==> src/rtl/iq_pkg.sv <==
package iq_pkg;
  // Strobes from control to datapath for one cycle
  typedef struct packed {
    logic push;   // allocate the presented invalidation
    logic pop;    // apply and retire the oldest entry
  } iqStrobes_t;
endpackage

==> src/rtl/iq_ctrl.sv <==
module iq_ctrl #(
  parameter int DEPTH = 4,
  localparam int CNTW = $clog2(DEPTH + 1)
) (
  input  logic             clk,
  input  logic             rstN,
  input  logic             invValid,
  input  logic             ldValid,
  input  logic             fenceReq,
  output iq_pkg::iqStrobes_t strobes,
  output logic             invAck,
  output logic             ldStall,
  output logic             qEmpty,
  output logic [CNTW-1:0]  occ
);
  localparam logic [CNTW-1:0] FULLV = CNTW'(DEPTH);

  logic [CNTW-1:0] fenceCnt;
  logic full;
  logic push;
  logic pop;

  assign full    = (occ == FULLV);
  assign push    = invValid && !full;
  assign ldStall = (fenceReq && (occ != '0)) || (fenceCnt != '0);
  assign pop     = (occ != '0) && (!ldValid || ldStall);

  assign invAck       = push;
  assign qEmpty       = (occ == '0);
  assign strobes.push = push;
  assign strobes.pop  = pop;

  always_ff @(posedge clk or negedge rstN) begin
    if (!rstN) begin
      occ      <= '0;
      fenceCnt <= '0;
    end else begin
      occ <= occ + CNTW'(push) - CNTW'(pop);
      if (fenceReq)
        fenceCnt <= occ - CNTW'(pop);
      else if (fenceCnt != '0)
        fenceCnt <= fenceCnt - CNTW'(pop);
    end
  end
endmodule

==> src/rtl/iq_data.sv <==
module iq_data #(
  parameter int LINES = 16,
  parameter int DEPTH = 4,
  localparam int IDXW = $clog2(LINES),
  localparam int PTRW = (DEPTH > 1) ? $clog2(DEPTH) : 1
) (
  input  logic              clk,
  input  logic              rstN,
  input  iq_pkg::iqStrobes_t strobes,
  input  logic [IDXW-1:0]   invLine,
  input  logic              fillValid,
  input  logic [IDXW-1:0]   fillLine,
  input  logic              ldValid,
  input  logic              ldStall,
  input  logic [IDXW-1:0]   ldLine,
  output logic              ldHit
);
  localparam logic [PTRW-1:0] LASTP = PTRW'(DEPTH - 1);

  logic [IDXW-1:0] slots [DEPTH];
  logic [PTRW-1:0] wrPtr;
  logic [PTRW-1:0] rdPtr;
  logic [IDXW-1:0] headLine;
  logic [LINES-1:0] validBits;

  assign headLine = slots[rdPtr];

  always_ff @(posedge clk or negedge rstN) begin
    if (!rstN) begin
      wrPtr <= '0;
      rdPtr <= '0;
    end else begin
      if (strobes.push)
        wrPtr <= (wrPtr == LASTP) ? '0 : wrPtr + 1'b1;
      if (strobes.pop)
        rdPtr <= (rdPtr == LASTP) ? '0 : rdPtr + 1'b1;
    end
  end

  always_ff @(posedge clk) begin
    if (strobes.push)
      slots[wrPtr] <= invLine;
  end

  for (genvar g = 0; g < LINES; g++) begin : g_line
    logic clrHere;
    logic setHere;
    assign clrHere = strobes.pop && (headLine == IDXW'(g));
    assign setHere = fillValid && (fillLine == IDXW'(g));
    always_ff @(posedge clk or negedge rstN) begin
      if (!rstN)
        validBits[g] <= 1'b0;
      else if (setHere)
        validBits[g] <= 1'b1;
      else if (clrHere)
        validBits[g] <= 1'b0;
    end
  end

  assign ldHit = ldValid && !ldStall && validBits[ldLine];
endmodule

==> src/rtl/inval_queue.sv <==
module inval_queue #(
  parameter int LINES = 16,
  parameter int DEPTH = 4,
  localparam int IDXW = $clog2(LINES),
  localparam int CNTW = $clog2(DEPTH + 1)
) (
  input  logic            clk,
  input  logic            rstN,
  input  logic            invValid,
  input  logic [IDXW-1:0] invLine,
  output logic            invAck,
  input  logic            fillValid,
  input  logic [IDXW-1:0] fillLine,
  input  logic            ldValid,
  input  logic [IDXW-1:0] ldLine,
  output logic            ldHit,
  output logic            ldStall,
  input  logic            fenceReq,
  output logic            qEmpty
);
  iq_pkg::iqStrobes_t strobes;
  logic [CNTW-1:0] occ;

  iq_ctrl #(.DEPTH(DEPTH)) u_ctrl (
    .clk(clk), .rstN(rstN), .invValid(invValid), .ldValid(ldValid),
    .fenceReq(fenceReq), .strobes(strobes), .invAck(invAck),
    .ldStall(ldStall), .qEmpty(qEmpty), .occ(occ)
  );

  iq_data #(.LINES(LINES), .DEPTH(DEPTH)) u_data (
    .clk(clk), .rstN(rstN), .strobes(strobes), .invLine(invLine),
    .fillValid(fillValid), .fillLine(fillLine), .ldValid(ldValid),
    .ldStall(ldStall), .ldLine(ldLine), .ldHit(ldHit)
  );
endmodule

==> config.mk <==
export PLATFORM = sky130hd
export DESIGN_NAME = inval_queue
export DESIGN_NICKNAME = d
export VERILOG_FILES = /design/src/rtl/iq_pkg.sv /design/src/rtl/iq_ctrl.sv /design/src/rtl/iq_data.sv /design/src/rtl/inval_queue.sv
export SDC_FILE = /design/constraint.sdc
export NUM_CORES = 1
export LEC_CHECK = 0
export BUFFER_PORTS_ARGS = -buffer_cell sky130_fd_sc_hd__buf_2
export CAP_MARGIN = 15
export CORE_ASPECT_RATIO = 0.75
export CORE_MARGIN = 2
export CORE_UTILIZATION = 35
export CTS_CLUSTER_DIAMETER = 30
export DETAILED_ROUTE_END_ITERATION = 10
export PLACE_DENSITY = 0.58
export REMOVE_ABC_BUFFERS = 1
export SLEW_MARGIN = 15
export SYNTH_ARGS = -nofsm -noshare
export SYNTH_HDL_FRONTEND = slang
export SYNTH_SLANG_ARGS = --single-unit
==> constraint.sdc <==
create_clock -name clk -period 3.3 [get_ports clk]
set_clock_uncertainty 0.05 [all_clocks]
set_input_delay 0.33 -clock clk [delete_from_list [all_inputs] [get_ports clk]]
set_output_delay 0.33 -clock clk [all_outputs]
set_load 0.005 [all_outputs]
# After elaboration in Yosys (flattened, before gate mapping)
# Memories as Yosys holds them, arrays and structs flattened.
# Index checks and enable logic that the tools add are counted.
dict set report word_totals {
  latchBits 0
  ram_bits 16
  wordCells 165
  inputBits 18
  mem_count 1
  ff_bits 26
  output_inout_bits 4
  rom_bits 0
}
# name words word_bits rd rd_ports_with_merged_regs write_ports line_no
set mem_list {}
lappend mem_list {u_data.slots 4 4 1 0 1 iq_data.sv:20} ;# logic [IDXW-1:0] slots [DEPTH];
dict set report op_classes {
  order_cmp 1
  multipliers 0
  reduce_logical 64
  n_eq_ne 33
  add_sub_neg 6
  n_mux 40
  div_mod_pow 0
  bitwise 0
  shifts 0
}
# op count
set op_table {}
lappend op_table {{4-bit == test (second input constant)} 16}
lappend op_table {{1-bit logical AND} 37}
lappend op_table {{1-bit 2-to-1 mux} 35}
lappend op_table {{2-bit nonzero test} 17}
lappend op_table {{4-bit by 3-bit == test with 1-bit output (second input constant)} 8}
lappend op_table {{4-bit by 2-bit == test with 1-bit output (second input constant)} 4}
lappend op_table {{3-bit by 1-bit subtractor with 3-bit output} 3}
lappend op_table {{4-bit by 1-bit == test with 1-bit output (second input constant)} 2}
lappend op_table {{4-bit logical NOT} 2}
lappend op_table {{3-bit 2-to-1 mux} 2}
lappend op_table {{3-bit nonzero test} 2}
lappend op_table {{4-bit by 5-bit < comparator with 1-bit output (second input constant)} 1}
lappend op_table {{2-bit by 1-bit adder with 2-bit output (second input constant)} 2}
lappend op_table {{1-bit binary-select mux with 4-bit select} 1}
lappend op_table {{2-bit == test (second input constant)} 2}
lappend op_table {{2-bit 2-to-1 mux} 2}
lappend op_table {{3-bit by 1-bit adder with 3-bit output} 1}
lappend op_table {{3-bit == test (second input constant)} 1}
lappend op_table {{1-bit logical NOT} 3}
lappend op_table {{3-bit logical NOT} 1}
lappend op_table {{1-bit logical OR} 2}

# Logic depth before layout (Yosys ltp)
dict set report logic_depth {
  word_depth 8
  ltp_mapped 10
  mapped_depth_nobuf 10
}

# Cells and area by module
# A second synthesis with hierarchy kept.
dict set report unflattened {
  cells_unflattened 159
  hier_area_um2 2045.7
}
# module cells_each area_per_inst_um2 seq_area_each_um2 instances
set modules_own_cells {}
lappend modules_own_cells {iq_data 124 1660.3 980.9 1}
lappend modules_own_cells {iq_ctrl 35 385.4 150.1 1}

# Worst setup path after synthesis
# Ideal clock, no wire load.
dict set report synth_timing {
  path_kind {in2reg}
  from {input fenceReq}
  to {register u_ctrl.occ[2]}
  path_slack_ns 0.980
  path_stages 10
  n_path_buf 1
  arrival_time_ns 2.145
  required_time_ns 3.126
  setup_time_ns 0.124
  cell_sequence {clkbuf_8 nor4_2 a21oi_1 ha_1 inv_1 ha_1 inv_1 fa_1 xnor2_1 xnor2_1}
}
dict set report synth_between {
  elab_chain_cells 5
}
# item line_no
set synth_rtl {}
lappend synth_rtl {{start, declared} inval_queue.sv:18} ;# input logic fenceReq,
lappend synth_rtl {{1-bit logical AND} iq_ctrl.sv:25} ;# assign ldStall = (fenceReq && (occ != '0)) || (fenceCnt != '0);
lappend synth_rtl {{1-bit logical OR} iq_ctrl.sv:25}
lappend synth_rtl {{1-bit logical OR} iq_ctrl.sv:26} ;# assign pop = (occ != '0) && (!ldValid || ldStall);
lappend synth_rtl {{1-bit logical AND} iq_ctrl.sv:26}
lappend synth_rtl {{via u_ctrl.pop} iq_ctrl.sv:21} ;# logic pop;
lappend synth_rtl {{3-bit by 1-bit subtractor with 3-bit output} iq_ctrl.sv:38} ;# occ <= occ + CNTW'(push) - CNTW'(pop);
lappend synth_rtl {{end signal, assigned} iq_ctrl.sv:38}
lappend synth_rtl {{end, declared} iq_ctrl.sv:14} ;# output logic [CNTW-1:0] occ
# The timed path passes the listed nets, and every way through them passes these cells.
# A chain may end at the register's enable or synchronous reset.

# Final worst setup path
dict set report layout_timing {
  from {register u_ctrl.fenceCnt[0]}
  to {register u_ctrl.occ[2]}
}
dict set report layout_between {
  elab_chain_cells 5
}
# item line_no
set layout_rtl {}
lappend layout_rtl {{start, declared} iq_ctrl.sv:18} ;# logic [CNTW-1:0] fenceCnt;
lappend layout_rtl {{start signal, assigned} iq_ctrl.sv:40} ;# fenceCnt <= occ - CNTW'(pop);
lappend layout_rtl {{start signal, assigned} iq_ctrl.sv:42} ;# fenceCnt <= fenceCnt - CNTW'(pop);
lappend layout_rtl {{3-bit nonzero test} iq_ctrl.sv:25}
lappend layout_rtl {{1-bit logical OR} iq_ctrl.sv:25}
lappend layout_rtl {{1-bit logical OR} iq_ctrl.sv:26}
lappend layout_rtl {{1-bit logical AND} iq_ctrl.sv:26}
lappend layout_rtl {{via u_ctrl.pop} iq_ctrl.sv:21}
lappend layout_rtl {{3-bit by 1-bit subtractor with 3-bit output} iq_ctrl.sv:38}
# The timed path passes the listed nets, and every way through them passes these cells.

==> flow_summary.ini <==
[floorplan]
die_w_um = 94.7
io_pins = 22
die_area_um2 = 6810
core-area_um2 = 5890
initial_core_util_pct = 36.6
rows = 24
fp.dieH_um = 72.0

[clock_tree]
ctsLongestPathBuffers = 2
h-tree-depth = 2
clk-insertion-delay-late_ns = 0.29
ctsRootBufferMaster = clkbuf_8
ctsHoldBuffers = 0
cts_buffers = 5
cts_tree = done
cts.sinks = 42
cts_resized = 0
cts_setup_buffers = 0
cts.clk_slew.worst_paths_ns = 0.08

[global_routing]
grt_use_met1_pct = 20.1
grt_max_degree = 27
use_met3_pct = 4.88
grt_busiest_layer = met2
use_met2_pct = 21.0
antenna_found_initial = 0
grt_pass1_wl_um = 7200
first_global_vias = 1440
grt_overflow = 0
grt_usage_pct = 14.0

[critical_path]
r2r-start = u_ctrl.fenceCnt[0]$_DFFE_PN0P_
end_kind = register
crit_type = register to register
r2r_cells = 9
slowest_delay_ns = 0.43
timing.rr.end = u_ctrl.occ[2]$_DFF_PN0_
crit_start = u_ctrl.fenceCnt[0]$_DFFE_PN0P_
start_kind = register
path_cells = nor4_2 > a21oi_1 > ha_1 > inv_1 > ha_1 > inv_1 > fa_1 > xnor2_1 > xnor2_1
worstPathRequired_ns = 3.43
cp_slowest_cell = dfrtp_1
cp_max_fo = 6
path_depth = 9
critPathBufInv = 2
arrival_ns = 2.60
path_delay_family = adder cells
crit_end = u_ctrl.occ[2]$_DFF_PN0_
reg2reg_slack_ns = 0.83

[synth]
synth_seq_cells = 42
syn_area_per_cell_um2 = 12.2
synth_top_area_share_pct = 30.2
synth_area_leaders = dfrtp_1 (30%), edfxtp_1 (22%), mux4_2 (6.3%)
ys_seq_area_share_pct = 52.4
yosysTopAreaCell = dfrtp_1
synth_cells = 177
synth-main-ff-cell = dfrtp_1
postSynth.asyncResetShare_pct = 61.9
synth_common_cells = dfrtp_1 (26), nand2_1 (25), edfxtp_1 (16), inv_1 (16), ha_1 (9)
synth.distinct_cells = 39
ys_warn_count = 0
yosysMostFrequentCell = dfrtp_1
netlist_area_um2 = 2160
synth_edf_count = 16

[timing]
post-route-period-util_pct = 74.7
hold_slack_ns = -0.00816
setup_viol = 0
rsz0062_at_grt = false
worstMarginPinSlew_ns = 0.615
fmax_ghz = 0.406
hold_viol_final = 13
maxSlewHeadroom_pct = 59.0
post-route-min-period_ns = 2.47
fin_tns_setup_ns = 0
finalMaxSlewViolations = 0

[routing]
routed_wl_um = 4060
num_vias = 1404
first_iter_violations = 68
drt_pass1_iterations = 4
viasPerCell = 5.01
drcViolationCount = 0
ant_nets = 0
routedWlPerCell_um = 14.5

[power_and_ir_drop]
switching_share_pct = 34.9
intPower_uw = 1360
p_leak_uw = 0.00106
p_per_area_nw_per_um2 = 866
ir_drop_v = 0.000409
combPwrFrac_pct = 37.9
seqPwrFrac_pct = 43.0
switching_power_uw = 732
power_frac_clock_pct = 19.1

[cells_and_area]
n_antenna_cell = 0
nNetsFinal = 229
drive_above_1_share_pct = 21.8
syn_to_final_growth_pct = 12.2
nFillCells = 582
stdcell_count = 280

[placed_design]
placed_cells = 272
numPortBuffers = 21
dp_hpwl_um = 3080
gp_congestion = 0.740

[status]
status = complete, but fails checks
failed_checks = negative hold slack

[run]
max_cap_viol_count = 0

[hold_path]
hp-class = input port to asynchronous set/reset pin
-- state kept, by name (all words and copies together), names as in the netlist --
| name | cells |
|---|---|
| u_ctrl.fenceCnt | 3 |
| u_ctrl.occ | 3 |
| u_data.wrPtr | 2 |
| u_data.validBits | 16 |
| u_data.rdPtr | 2 |
| u_data.slots | 16 |
-- layout by cell type (no fill, tap or decap), drive strengths merged, types with 2 or more instances in the layout --
master  count
nor3b       2
nand3       2
o21ai      12
nor4        2
nand2b      4
a21oi       4
dfrtp      26
clkbuf      6
xnor2       3
mux2i       2
nor2        8
nor2b       2
ha          9
a2111o      2
and3b       2
buf        21
nand3b      2
nor3        3
nand2      25
mux2        2
and2b       2
edfxtp     16
and2        4
inv        16
mux4        8
o221ai      6
-- power by group through the flow --
stage                     Sequential [uW]  Clock [uW]  Combinational [uW]
after floorplan                       862           0                 630
after global placement                906           0                 795
after detailed placement              912           0                 805
after CTS                             902         417                 809
after global routing                  932         441                 916
final                                 901         401                 794
-- logic make-up (layout without fill, tap and decap cells) --
kind of cell	after synthesis	in the layout	share of synthesized area, %
buffers and inverters	20	45	5.10
muxes	12	12	10.7
DFF	42	42	52.4
AOI/OAI and AO/OA	28	28	8.70
and+or+nand+nor	62	62	15.7
xor gates and xnor gates	3	3	1.22
adders and majority gates	10	10	6.15
-- worst min-delay path by stage --
stage          slack, ns  cells after the start                               end
6_report          -0.008                      1  u_data.validBits[13]$_DFFE_PN0P_
5_1_grt             0.02                      1   u_data.validBits[0]$_DFFE_PN0P_
4_1_cts            0.006                      1   u_data.validBits[3]$_DFFE_PN0P_
3_5_place_dp        0.33                      1   u_data.validBits[9]$_DFFE_PN0P_
3_3_place_gp        0.33                      1   u_data.validBits[8]$_DFFE_PN0P_
2_1_floorplan      -0.02                      0    u_ctrl.fenceCnt[0]$_DFFE_PN0P_
-- final cells by class --
cell class	instances	area, um^2	share of cell area, %
Clock buffer	6	72.6	3.00
Clock inverter	2	37.5	1.55
Inverter	16	60.1	2.48
Multi-Input combinational cell	115	916	37.8
Sequential cell	42	1130	46.7
Tap cell	78	97.6	4.03
Timing Repair Buffer	21	105	4.34
-- metrics by stage --
stage	instance area [um^2]	power [uW]	utilization [%]	hold WS, ns	setup WS (ns)
global route	2420	2290	41.1	0.0212	0.561
global placement	2310	1700	39.2	0.335	0.837
floorplan	2110	1490	-	-0.0156	0.995
detailed placement	2310	1720	39.2	0.333	0.762
CTS	2420	2130	41.1	0.00589	0.802
finish	2420	2100	41.1	-0.00816	0.834
-- layer usage --
| metal | vias up | share of wire (%) | routed length (um) |
|---|---|---|---|
| met5 | - | 0 | 0 |
| met4 | 0 | 0.42 | 17 |
| met3 | 4 | 4.3 | 173 |
| met2 | 27 | 46 | 1860 |
| met1 | 688 | 50 | 2020 |
| li1 | 685 | - | - |
-- worst register-to-register path, cell delays in order (launching register included) --
cell	delay (ns)
dfrtp_1	0.43
nor4_2	0.42
a21oi_1	0.25
ha_1	0.33
inv_1	0.06
ha_1	0.13
inv_1	0.05
fa_1	0.37
xnor2_1	0.15
xnor2_1	0.13
Note: power is estimated with default switching activity, not from simulation.
